[src/rtl/pwe_pkg.sv]
package pwe_pkg;

  typedef enum logic [1:0] {
    KIND_ARRAY = 2'd0,
    KIND_ID    = 2'd1,
    KIND_LOCK  = 2'd2
  } wrKind_t;

  // strobes from control to datapath
  typedef struct packed {
    logic start;     // latch start address, clear the valid mask
    logic take;      // store one data byte at the running offset
    logic drainClr;  // rewind the drain index
    logic drainAdv;  // step the drain index
  } dpCtl_t;

endpackage

[src/rtl/pwe_datapath.sv]
module pwe_datapath
  import pwe_pkg::*;
#(
  parameter int ADDR_W    = 15,
  parameter int PAGE_BITS = 6
) (
  input  logic                        clk,
  input  logic                        rst_n,
  input  dpCtl_t                      ctl,
  input  logic [ADDR_W-1:0]           startAddr,
  input  logic [7:0]                  byteData,
  output logic [ADDR_W-PAGE_BITS-1:0] pageBase,
  output logic [PAGE_BITS-1:0]        drainIdx,
  output logic                        slotValid,
  output logic [7:0]                  slotData,
  output logic                        anyByte,
  output logic                        multiByte,
  output logic                        lockKey
);
  localparam int PAGE_BYTES = 1 << PAGE_BITS;
  localparam int PAGE_W     = ADDR_W - PAGE_BITS;

  logic [7:0]            pageBuf [PAGE_BYTES];
  logic [PAGE_BYTES-1:0] slotMask;
  logic [PAGE_BITS-1:0]  offset;

  always_ff @(posedge clk) begin
    if (ctl.take) pageBuf[offset] <= byteData;
  end

  always_ff @(posedge clk or negedge rst_n) begin
    if (!rst_n) begin
      slotMask  <= '0;
      offset    <= '0;
      pageBase  <= '0;
      anyByte   <= 1'b0;
      multiByte <= 1'b0;
      lockKey   <= 1'b0;
    end else if (ctl.start) begin
      slotMask  <= '0;
      offset    <= startAddr[PAGE_BITS-1:0];
      pageBase  <= startAddr[ADDR_W-1:PAGE_BITS];
      anyByte   <= 1'b0;
      multiByte <= 1'b0;
    end else if (ctl.take) begin
      slotMask[offset] <= 1'b1;
      offset           <= offset + 1'b1;   // wraps inside the page
      multiByte        <= anyByte;
      anyByte          <= 1'b1;
      lockKey          <= byteData[1];
    end
  end

  always_ff @(posedge clk or negedge rst_n) begin
    if (!rst_n)            drainIdx <= '0;
    else if (ctl.drainClr) drainIdx <= '0;
    else if (ctl.drainAdv) drainIdx <= drainIdx + 1'b1;
  end

  assign slotValid = slotMask[drainIdx];
  assign slotData  = pageBuf[drainIdx];

  // the offset following the last slot of the page is slot 0
  assert_offset_wrap_R2: assert property (@(posedge clk) disable iff (!rst_n)
    (ctl.take && !ctl.start && offset == PAGE_BITS'(PAGE_BYTES-1)) |=> offset == '0);

  // page bits never move while bytes stream in
  assert_page_stable_R2: assert property (@(posedge clk) disable iff (!rst_n)
    (ctl.take && !ctl.start) |=> $stable(pageBase));

  logic unusedW;
  assign unusedW = ^PAGE_W;
endmodule

[src/rtl/pwe_control.sv]
module pwe_control
  import pwe_pkg::*;
#(
  parameter int PAGE_BITS = 6,
  parameter int WR_CYCLES = 100000
) (
  input  logic                 clk,
  input  logic                 rst_n,
  input  logic                 cmdStart,
  input  logic                 cmdIsId,
  input  logic                 lockSel,
  input  logic                 byteValid,
  input  logic                 bitsPending,
  input  logic                 csRise,
  input  logic                 writeEnable,
  input  logic [1:0]           blkProt,
  input  logic                 idLocked,
  input  logic [1:0]           pageTop,
  input  logic                 anyByte,
  input  logic                 multiByte,
  input  logic                 lockKey,
  input  logic [PAGE_BITS-1:0] drainIdx,
  output dpCtl_t               ctl,
  output logic                 busy,
  output logic                 done,
  output logic                 drainActive,
  output wrKind_t              kind
);
  localparam int CNT_W = $clog2(WR_CYCLES + 1);

  typedef enum logic [1:0] {ST_IDLE, ST_COLLECT, ST_TIMING, ST_DRAIN} state_t;

  state_t           state;
  logic [CNT_W-1:0] cnt;
  logic             grant;
  logic             arrProt;
  logic             canStart;
  logic             timerEnd;
  logic             drainEnd;

  always_comb begin
    unique case (blkProt)
      2'd0:    arrProt = 1'b0;
      2'd1:    arrProt = (pageTop == 2'b11);
      2'd2:    arrProt = pageTop[1];
      default: arrProt = 1'b1;
    endcase
    grant = 1'b0;
    if (writeEnable && anyByte) begin
      unique case (kind)
        KIND_ARRAY: grant = !arrProt;
        KIND_ID:    grant = !idLocked;
        default:    grant = !idLocked && !multiByte && !bitsPending &&
                            lockKey && (blkProt != 2'd3);
      endcase
    end
  end

  assign canStart = cmdStart && (state == ST_IDLE || state == ST_COLLECT);
  assign timerEnd = (state == ST_TIMING) && (cnt == CNT_W'(1));
  assign drainEnd = (state == ST_DRAIN) &&
                    (kind == KIND_LOCK || drainIdx == {PAGE_BITS{1'b1}});

  always_comb begin
    ctl          = '0;
    ctl.start    = canStart;
    ctl.take     = (state == ST_COLLECT) && byteValid && !csRise && !cmdStart;
    ctl.drainClr = timerEnd;
    ctl.drainAdv = (state == ST_DRAIN);
  end

  always_ff @(posedge clk or negedge rst_n) begin
    if (!rst_n) begin
      state <= ST_IDLE;
      cnt   <= '0;
      kind  <= KIND_ARRAY;
      done  <= 1'b0;
    end else begin
      done <= 1'b0;
      if (canStart) begin
        state <= ST_COLLECT;
        kind  <= !cmdIsId ? KIND_ARRAY : (lockSel ? KIND_LOCK : KIND_ID);
      end else begin
        unique case (state)
          ST_COLLECT: if (csRise) begin
            if (grant) begin
              state <= ST_TIMING;
              cnt   <= CNT_W'(WR_CYCLES);
            end else begin
              state <= ST_IDLE;
            end
          end
          ST_TIMING: begin
            cnt <= cnt - 1'b1;
            if (timerEnd) state <= ST_DRAIN;
          end
          ST_DRAIN: if (drainEnd) begin
            state <= ST_IDLE;
            done  <= 1'b1;
          end
          default: ;
        endcase
      end
    end
  end

  assign busy        = (state == ST_TIMING) || (state == ST_DRAIN);
  assign drainActive = (state == ST_DRAIN);

  assert_done_single_R6: assert property (@(posedge clk) disable iff (!rst_n)
    done |=> !done);

  assert_done_after_busy_R6: assert property (@(posedge clk) disable iff (!rst_n)
    done |-> (!busy && $past(busy)));

  assert_busy_from_cs_R10: assert property (@(posedge clk) disable iff (!rst_n)
    $rose(busy) |-> $past(csRise));

  assert_no_restart_R10: assert property (@(posedge clk) disable iff (!rst_n)
    (busy && cmdStart) |=> !ctl.start || busy);
endmodule

[src/rtl/page_write_engine.sv]
module page_write_engine
  import pwe_pkg::*;
#(
  parameter int ADDR_W    = 15,
  parameter int PAGE_BITS = 6,
  parameter int LOCK_BIT  = 10,
  parameter int WR_CYCLES = 100000
) (
  input  logic                 clk,
  input  logic                 rst_n,
  input  logic                 cmdStart,
  input  logic                 cmdIsId,
  input  logic [ADDR_W-1:0]    startAddr,
  input  logic                 byteValid,
  input  logic [7:0]           byteData,
  input  logic                 bitsPending,
  input  logic                 csRise,
  input  logic                 writeEnable,
  input  logic [1:0]           blkProt,
  input  logic                 idLocked,
  output logic                 busy,
  output logic                 done,
  output logic                 memWrEn,
  output logic [ADDR_W-1:0]    memWrAddr,
  output logic [7:0]           memWrData,
  output logic                 idWrEn,
  output logic [PAGE_BITS-1:0] idWrAddr,
  output logic [7:0]           idWrData,
  output logic                 lockSet
);
  localparam int PAGE_W = ADDR_W - PAGE_BITS;

  dpCtl_t               ctl;
  wrKind_t              kind;
  logic [PAGE_W-1:0]    pageBase;
  logic [PAGE_BITS-1:0] drainIdx;
  logic                 slotValid, anyByte, multiByte, lockKey, drainActive;
  logic [7:0]           slotData;

  pwe_datapath #(.ADDR_W(ADDR_W), .PAGE_BITS(PAGE_BITS)) u_dp (
    .clk(clk), .rst_n(rst_n), .ctl(ctl), .startAddr(startAddr),
    .byteData(byteData), .pageBase(pageBase), .drainIdx(drainIdx),
    .slotValid(slotValid), .slotData(slotData), .anyByte(anyByte),
    .multiByte(multiByte), .lockKey(lockKey)
  );

  pwe_control #(.PAGE_BITS(PAGE_BITS), .WR_CYCLES(WR_CYCLES)) u_ctl (
    .clk(clk), .rst_n(rst_n), .cmdStart(cmdStart), .cmdIsId(cmdIsId),
    .lockSel(startAddr[LOCK_BIT]), .byteValid(byteValid),
    .bitsPending(bitsPending), .csRise(csRise), .writeEnable(writeEnable),
    .blkProt(blkProt), .idLocked(idLocked), .pageTop(pageBase[PAGE_W-1 -: 2]),
    .anyByte(anyByte), .multiByte(multiByte), .lockKey(lockKey),
    .drainIdx(drainIdx), .ctl(ctl), .busy(busy), .done(done),
    .drainActive(drainActive), .kind(kind)
  );

  assign memWrEn   = drainActive && (kind == KIND_ARRAY) && slotValid;
  assign memWrAddr = {pageBase, drainIdx};
  assign memWrData = slotData;
  assign idWrEn    = drainActive && (kind == KIND_ID) && slotValid;
  assign idWrAddr  = drainIdx;
  assign idWrData  = slotData;
  assign lockSet   = drainActive && (kind == KIND_LOCK);

  assert_write_inside_busy_R5: assert property (@(posedge clk) disable iff (!rst_n)
    (memWrEn || idWrEn || lockSet) |-> busy);

  assert_one_port_R9: assert property (@(posedge clk) disable iff (!rst_n)
    $onehot0({memWrEn, idWrEn, lockSet}));

  assert_lock_single_R9: assert property (@(posedge clk) disable iff (!rst_n)
    lockSet |=> !lockSet);

  assert_ascending_R5: assert property (@(posedge clk) disable iff (!rst_n)
    (memWrEn && $past(memWrEn)) |-> memWrAddr == $past(memWrAddr) + 1'b1);
endmodule

[config.mk]
export PLATFORM = sky130hd
export DESIGN_NAME = page_write_engine
export DESIGN_NICKNAME = d
export VERILOG_FILES = /design/src/rtl/pwe_pkg.sv /design/src/rtl/pwe_datapath.sv /design/src/rtl/pwe_control.sv /design/src/rtl/page_write_engine.sv
export SDC_FILE = /design/constraint.sdc
export NUM_CORES = 1
export LEC_CHECK = 0
export BUFFER_PORTS_ARGS = -buffer_cell sky130_fd_sc_hd__buf_2
export CORE_ASPECT_RATIO = 0.7
export CORE_UTILIZATION = 30
export DETAILED_ROUTE_END_ITERATION = 10
export SYNTH_ARGS = -nofsm -noshare
export SYNTH_HDL_FRONTEND = slang
export SYNTH_SLANG_ARGS = --single-unit
[constraint.sdc]
create_clock -name clk -period 3 [get_ports clk]
set_input_delay 0.6 -clock clk [delete_from_list [all_inputs] [get_ports clk]]
set_output_delay 0.6 -clock clk [all_outputs]
set_load 0.02 [all_outputs]
After elaboration in Yosys (flattened, before gate mapping)
Memories as Yosys holds them, arrays and structs flattened.
Index checks and enable logic that the tools add are counted.
- bitwise gates (word level): 2
- equality and inequality tests: 16
- muxes and demuxes: 33
- $add $sub $neg: 3
- order comparisons: 3
- reductions and logical operators: 36
- operators by type and width (cell ; count):
    64-bit two-way mux ; 2
    64-bit bitwise OR ; 1
    17-bit two-way mux ; 2
    17-bit case mux with 2 select lines ; 1
    6-bit two-way mux ; 4
    17-bit by 1-bit == test with 1-bit output, second input constant ; 1
    1-bit logical AND ; 17
    17-bit by 1-bit subtractor with 17-bit output, second input constant ; 1
    6-bit by 7-bit less-than comparator with 1-bit output, second input constant ; 2
    2-bit two-way mux ; 7
    6-bit by 1-bit adder with 6-bit output, second input constant ; 2
    1-bit two-way mux ; 12
    2-bit == test, second input constant ; 5
    4-bit AND reduction ; 2
    1-bit binary-select mux with 6-bit select ; 1
    1-bit demux with 6-bit select ; 1
    2-bit by 1-bit == test with 1-bit output, second input constant ; 3
    6-bit == test, second input constant ; 1
    6-bit by 1-bit >= comparator with 1-bit output, second input constant ; 1
    1-bit logical NOT ; 6
    2-bit logical NOT ; 3
    3-bit by 1-bit != test with 1-bit output, second input constant ; 2
    2-bit case mux with 3 select lines ; 1
    2-bit nonzero test ; 3
    other kinds (9) ; 12
- flip-flop bits (word level): 110
- logic and storage cells: 105
- input port bits: 34
- RAM bits: 512
- output and inout port bits: 42
- memories kept: 1
- memory list (name ; words ; bits a word ; rd ports ; clocked after memory_dff ; write ports ; line ; RTL):
    u_dp.pageBuf ; 64 ; 8 ; 1 ; 0 ; 1 ; pwe_datapath.sv:23 ; logic [7:0] pageBuf [PAGE_BYTES];

Logic depth before layout (Yosys ltp)
- depth in word-level cells: 11
- gate-level depth with buffers: 10
- gate-level depth less buffers: 7

Cells and area by module
From an unflattened synthesis, not the netlist that was laid out.
- cells, all modules: 1516
- area, all modules: 25429.4 µm²
- modules (own cells, without submodules) (module ; seq. area each (µm²) ; cells each ; area each (µm²) ; times used):
    pwe_datapath ; 17576.9 ; 1321 ; 23742.8 ; 1
    pwe_control ; 550.5 ; 178 ; 1547.7 ; 1
    page_write_engine ; 0.0 ; 17 ; 138.9 ; 1

Worst setup path after synthesis
Ideal clock, no wire load.
- kind: reg2out
- start: reg u_dp.drainIdx[0]
- end: out memWrData[6]
- slack: -0.340 ns
- arrival: 2.740 ns
- cell stages (with the launch flop): 9
- required time: 2.400 ns
- path buffers: 4
- cells stage by stage: dfrtp_1 buf_2 buf_4 buf_2 mux4_2 mux4_2 a22oi_1 o211ai_1 buf_4
- cells in the longest elaborated chain, start to end: 1
- RTL lines (element ; line ; RTL):
    start, declared ; pwe_datapath.sv:13 ; output logic [PAGE_BITS-1:0] drainIdx,
    start signal, assigned ; pwe_datapath.sv:57 ; else if (ctl.drainAdv) drainIdx <= drainIdx + 1'b1;
    memory 64 x 8 bit ; - ;
    end, declared ; page_write_engine.sv:25 ; output logic [7:0] memWrData,
No other way between the ends.

Worst setup path after layout
- start: reg u_dp.drainIdx[0]
- end: out idWrData[1]
- cells in the longest elaborated chain, start to end: 1
- RTL lines (element ; line ; RTL):
    memory 64 x 8 bit ; - ;
    end, declared ; page_write_engine.sv:28 ; output logic [7:0] idWrData,
No other way between the ends.

==> metrics.md <==
| Metric | Value |
|---|---|
| Status | `finished with violations` |
| Failing checks | `hold timing, setup timing` |
| DRC viols | `0` |
| Vias per cell | `a little over 5` |
| CTS buffer count | `56` |
| Mapped Cells | `~1400` |
| Arrival @ worst endpoint | `about 3400 ps` |
| Total grt overflow | `0` |
| GRT Total Usage | `0.159` |
| FF-to-FF Start | `u_ctl.state[1]` |
| CP endpoint kind | `primary output` |
| EDFF count, synth | `between 500 and 600` |
| Number of global-route vias before repair | `approximately 14000` |
| Cell Chain, Critical Path | `buf_12 > buf_12 > mux4_2 > mux4_2 > a211oi_4 > buf_6 > a21oi_4 > buf_6` |
| Dpl ws | `-1010 ps` |
| Most common cell after layout, fill and taps aside | `edfxtp_1` |
| Max Slew Vio Count | `0` |
| Clk_skew | `approximately 27 ps` |
| Hold WC Path Type | `primary input to async pin` |
| Die Span Y | `approximately 240 um` |
| Row Count | `a little under 90` |
| Power share of the sequential group | `0.412` |
| Multi-input logic area | `6540 um^2` |
| LEAKAGE | `between 10 and 15 nW` |
| Mapped Area | `around 25000 um^2` |
| Synth warnings | `0` |
| ANT nets after route | `0` |
| Avg Inst Size Synth | `approximately 18 um^2` |
| Placer congestion estimate | `~0.85` |
| Hold_buf cts | `0` |
| I/O pins | `between 70 and 80` |
| Worst-path maximum fanout | `6` |
| Dpl hpwl | `44800 um` |
| Slew HR | `0.353` |
| Final worst setup slack | `-1010 ps` |
| Largest net degree at the start of global routing | `between 60 and 70` |
| Area Growth Syn to Fin | `21.7%` |
| Logic gate share of total power | `0.258` |
| Critical path class | `flip-flop to primary output` |
| CTS H-tree depth | `2` |
| Setup crit start | `u_dp.drainIdx[0]` |
| Total number of vias | `around 14000` |
| Switch share | `0.273` |
| Design area | `a little over 30000 um^2` |
| Fin crit share | `1.34` |
| DRT Pass-1 Iters | `7` |
| Critical Path Max Stage Delay | `~540 ps` |
| Pwr dens | `roughly 770 nW/um^2` |
| CTS sink cnt | `~620` |
| Most frequent cells in the layout | `edfxtp_1 (512), buf_4 (168), mux4_2 (156), nor2_1 (107), dfrtp_1 (107)` |
| Placement Cell Area | `approximately 28000 um^2` |
| CP Launch Type | `flip-flop` |
| Part of the power in the clock network | `0.330` |
| Switching power total | `6.37 mW` |
| Routed wire per std cell | `around 25 um` |
| Die area | `84400 um^2` |
| Initial antenna violation count | `1` |
| Worst R2R Setup Slack | `a little under 400 ps` |
| Buf+Inv Stages, Crit Path | `4` |
| Setup-failing EPs final | `18` |
| Post-synth ARST share | `0.177` |
| Max-cap violations | `0` |
| Cell-internal power | `16.9 mW` |
| Total wire length | `between 60000 and 70000 um` |
| Reg clk slew, reported paths | `70 ps` |
| Cell family with most CP delay | `multiplexers` |
| Hold Violations, Final | `3` |
| FF-to-FF path depth | `5` |
| FF+latch area | `18100 um^2` |
| Top FF cell, synth | `edfxtp_1` |
| Final net count | `1630` |
| F_max | `249 MHz` |
| Register area share after synthesis | `0.726` |
| Root buffer cell | `clkbuf_16` |
| Fin crit period | `roughly 4000 ps` |
| Worst-margin pin slew | `971 ps` |
| Slowest cell on crit path | `a211oi_4` |
| Clk_lat worst skew | `just over 600 ps` |
| WHS | `-11.4 ps` |
| Syn nets | `1394` |
| Count of cell types in the netlist | `63` |
| First-pass GRT wire length | `approximately 98000 um` |
| # port buffers | `75` |
| Core Footprint | `82400 um^2` |
| #FFs+latches synth | `622` |
| RSZ-0062 raised after global routing | `true` |
| Clk buf depth | `3` |
| Fillers | `between 7000 and 8000` |
| Die width | `between 300 and 400 um` |
| Peak supply drop | `between 400 and 500 uV` |
| Worst endpoint required time | `2400 ps` |
| Worst r2r dst | `u_dp.pageBuf[17][1]` |
| CTS tree | `built` |
| Starting Density | `0.303` |
| Iter 0 DRT Violations | `between 1000 and 1500` |
| Share of cells above drive strength 1 | `0.346` |
worst max-delay path by stage:
stage	to	cells after the start
CTS	idWrData[5]	8
global placement	idWrData[1]	7
global route	idWrData[1]	8
detailed placement	idWrData[1]	7
floorplan	memWrData[6]	8
finish	idWrData[1]	8
cell type report:
class                   count  area share
diodes                      1   0.0000823
clock buffers              68      0.0503
clock inverters            38      0.0147
inverters                   8    0.000988
multi-input cells         631       0.215
flip-flops and latches    622       0.597
well taps                1080      0.0445
repair buffers            273      0.0778
stage by stage:
| step | power (mW) | TNS (ps) | std cells | utilization |
|---|---|---|---|---|
| 2_1_floorplan | 13.1 | -238 | 1356 | - |
| 6_report | 23.3 | -16410 | 2721 | 0.369 |
| 3_5_place_dp | 15.0 | -6260 | 2589 | 0.338 |
| 4_1_cts | 23.2 | -16930 | 2717 | 0.367 |
| 5_1_grt | 24.1 | -17490 | 2720 | 0.369 |
| 3_3_place_gp | 14.9 | -6080 | 2589 | 0.338 |
power by group through the flow:
stage	clock network (mW)	registers [mW]	logic, mW
2_1_floorplan	0	9.74	3.32
3_3_place_gp	0	9.77	5.15
3_5_place_dp	0	9.78	5.18
4_1_cts	7.83	9.60	5.76
5_1_grt	8.16	9.61	6.35
6_report	7.70	9.60	6.02
state kept, by name, indices dropped and copies added (netlist names):
signal,cells
u_dp.pageBuf,512
u_ctl.kind,2
u_ctl.cnt,17
u_ctl.done,1
u_dp.lockKey,1
u_dp.pageBase,9
u_dp.offset,6
u_dp.slotMask,64
u_ctl.state,2
u_dp.drainIdx,6
u_dp.multiByte,1
u_dp.anyByte,1
Yosys cell counts, types with 8 or more instances:
cell type  number  area share
clkbuf_1       41      0.0062
o21a_1         48       0.014
nand2b_1       10      0.0025
mux2i_1        21      0.0084
nand2_1        80       0.012
xnor2_1         9      0.0032
nand3_1        19      0.0038
nor3_1         26      0.0052
mux4_2        156        0.14
nor2_1        107       0.016
a21oi_1        13      0.0026
inv_1           8      0.0012
nand3b_1       10      0.0030
buf_4          22      0.0066
edfxtp_1      512        0.62
o21ai_0        16      0.0032
buf_2          16      0.0032
mux2_2         10      0.0045
dfrtp_1       110        0.11
buf_1          11      0.0017
nor2b_1        10      0.0025
cells by family after synthesis:
| family | synth area share |
|---|---|
| adders and majority gates | 0.00200 |
| buffers and inverters | 0.0211 |
| DFF | 0.726 |
| and+or+nand+nor | 0.0553 |
| xor gates and xnor gates | 0.00491 |
| AOI/OAI and AO/OA | 0.0375 |
| muxes | 0.154 |
what timing repair did:
action	4_1_cts	5_1_grt
endpoints found under the setup margin	18	18
cloned	3	1
pin swaps	9	8
setup buffers	19	4
gates resized for setup	40	35
layer usage:
layer	wire [um]	part of all wire	vias to the layer above	global-route usage
li1	-	-	5867	-
met1	30700	0.45	7429	0.234
met2	28100	0.41	604	0.218
met3	7890	0.12	81	0.0676
met4	1070	0.016	2	0.0315
met5	13	0.00019	-	0
No activity file was read; power rests on OpenSTA's default activity.
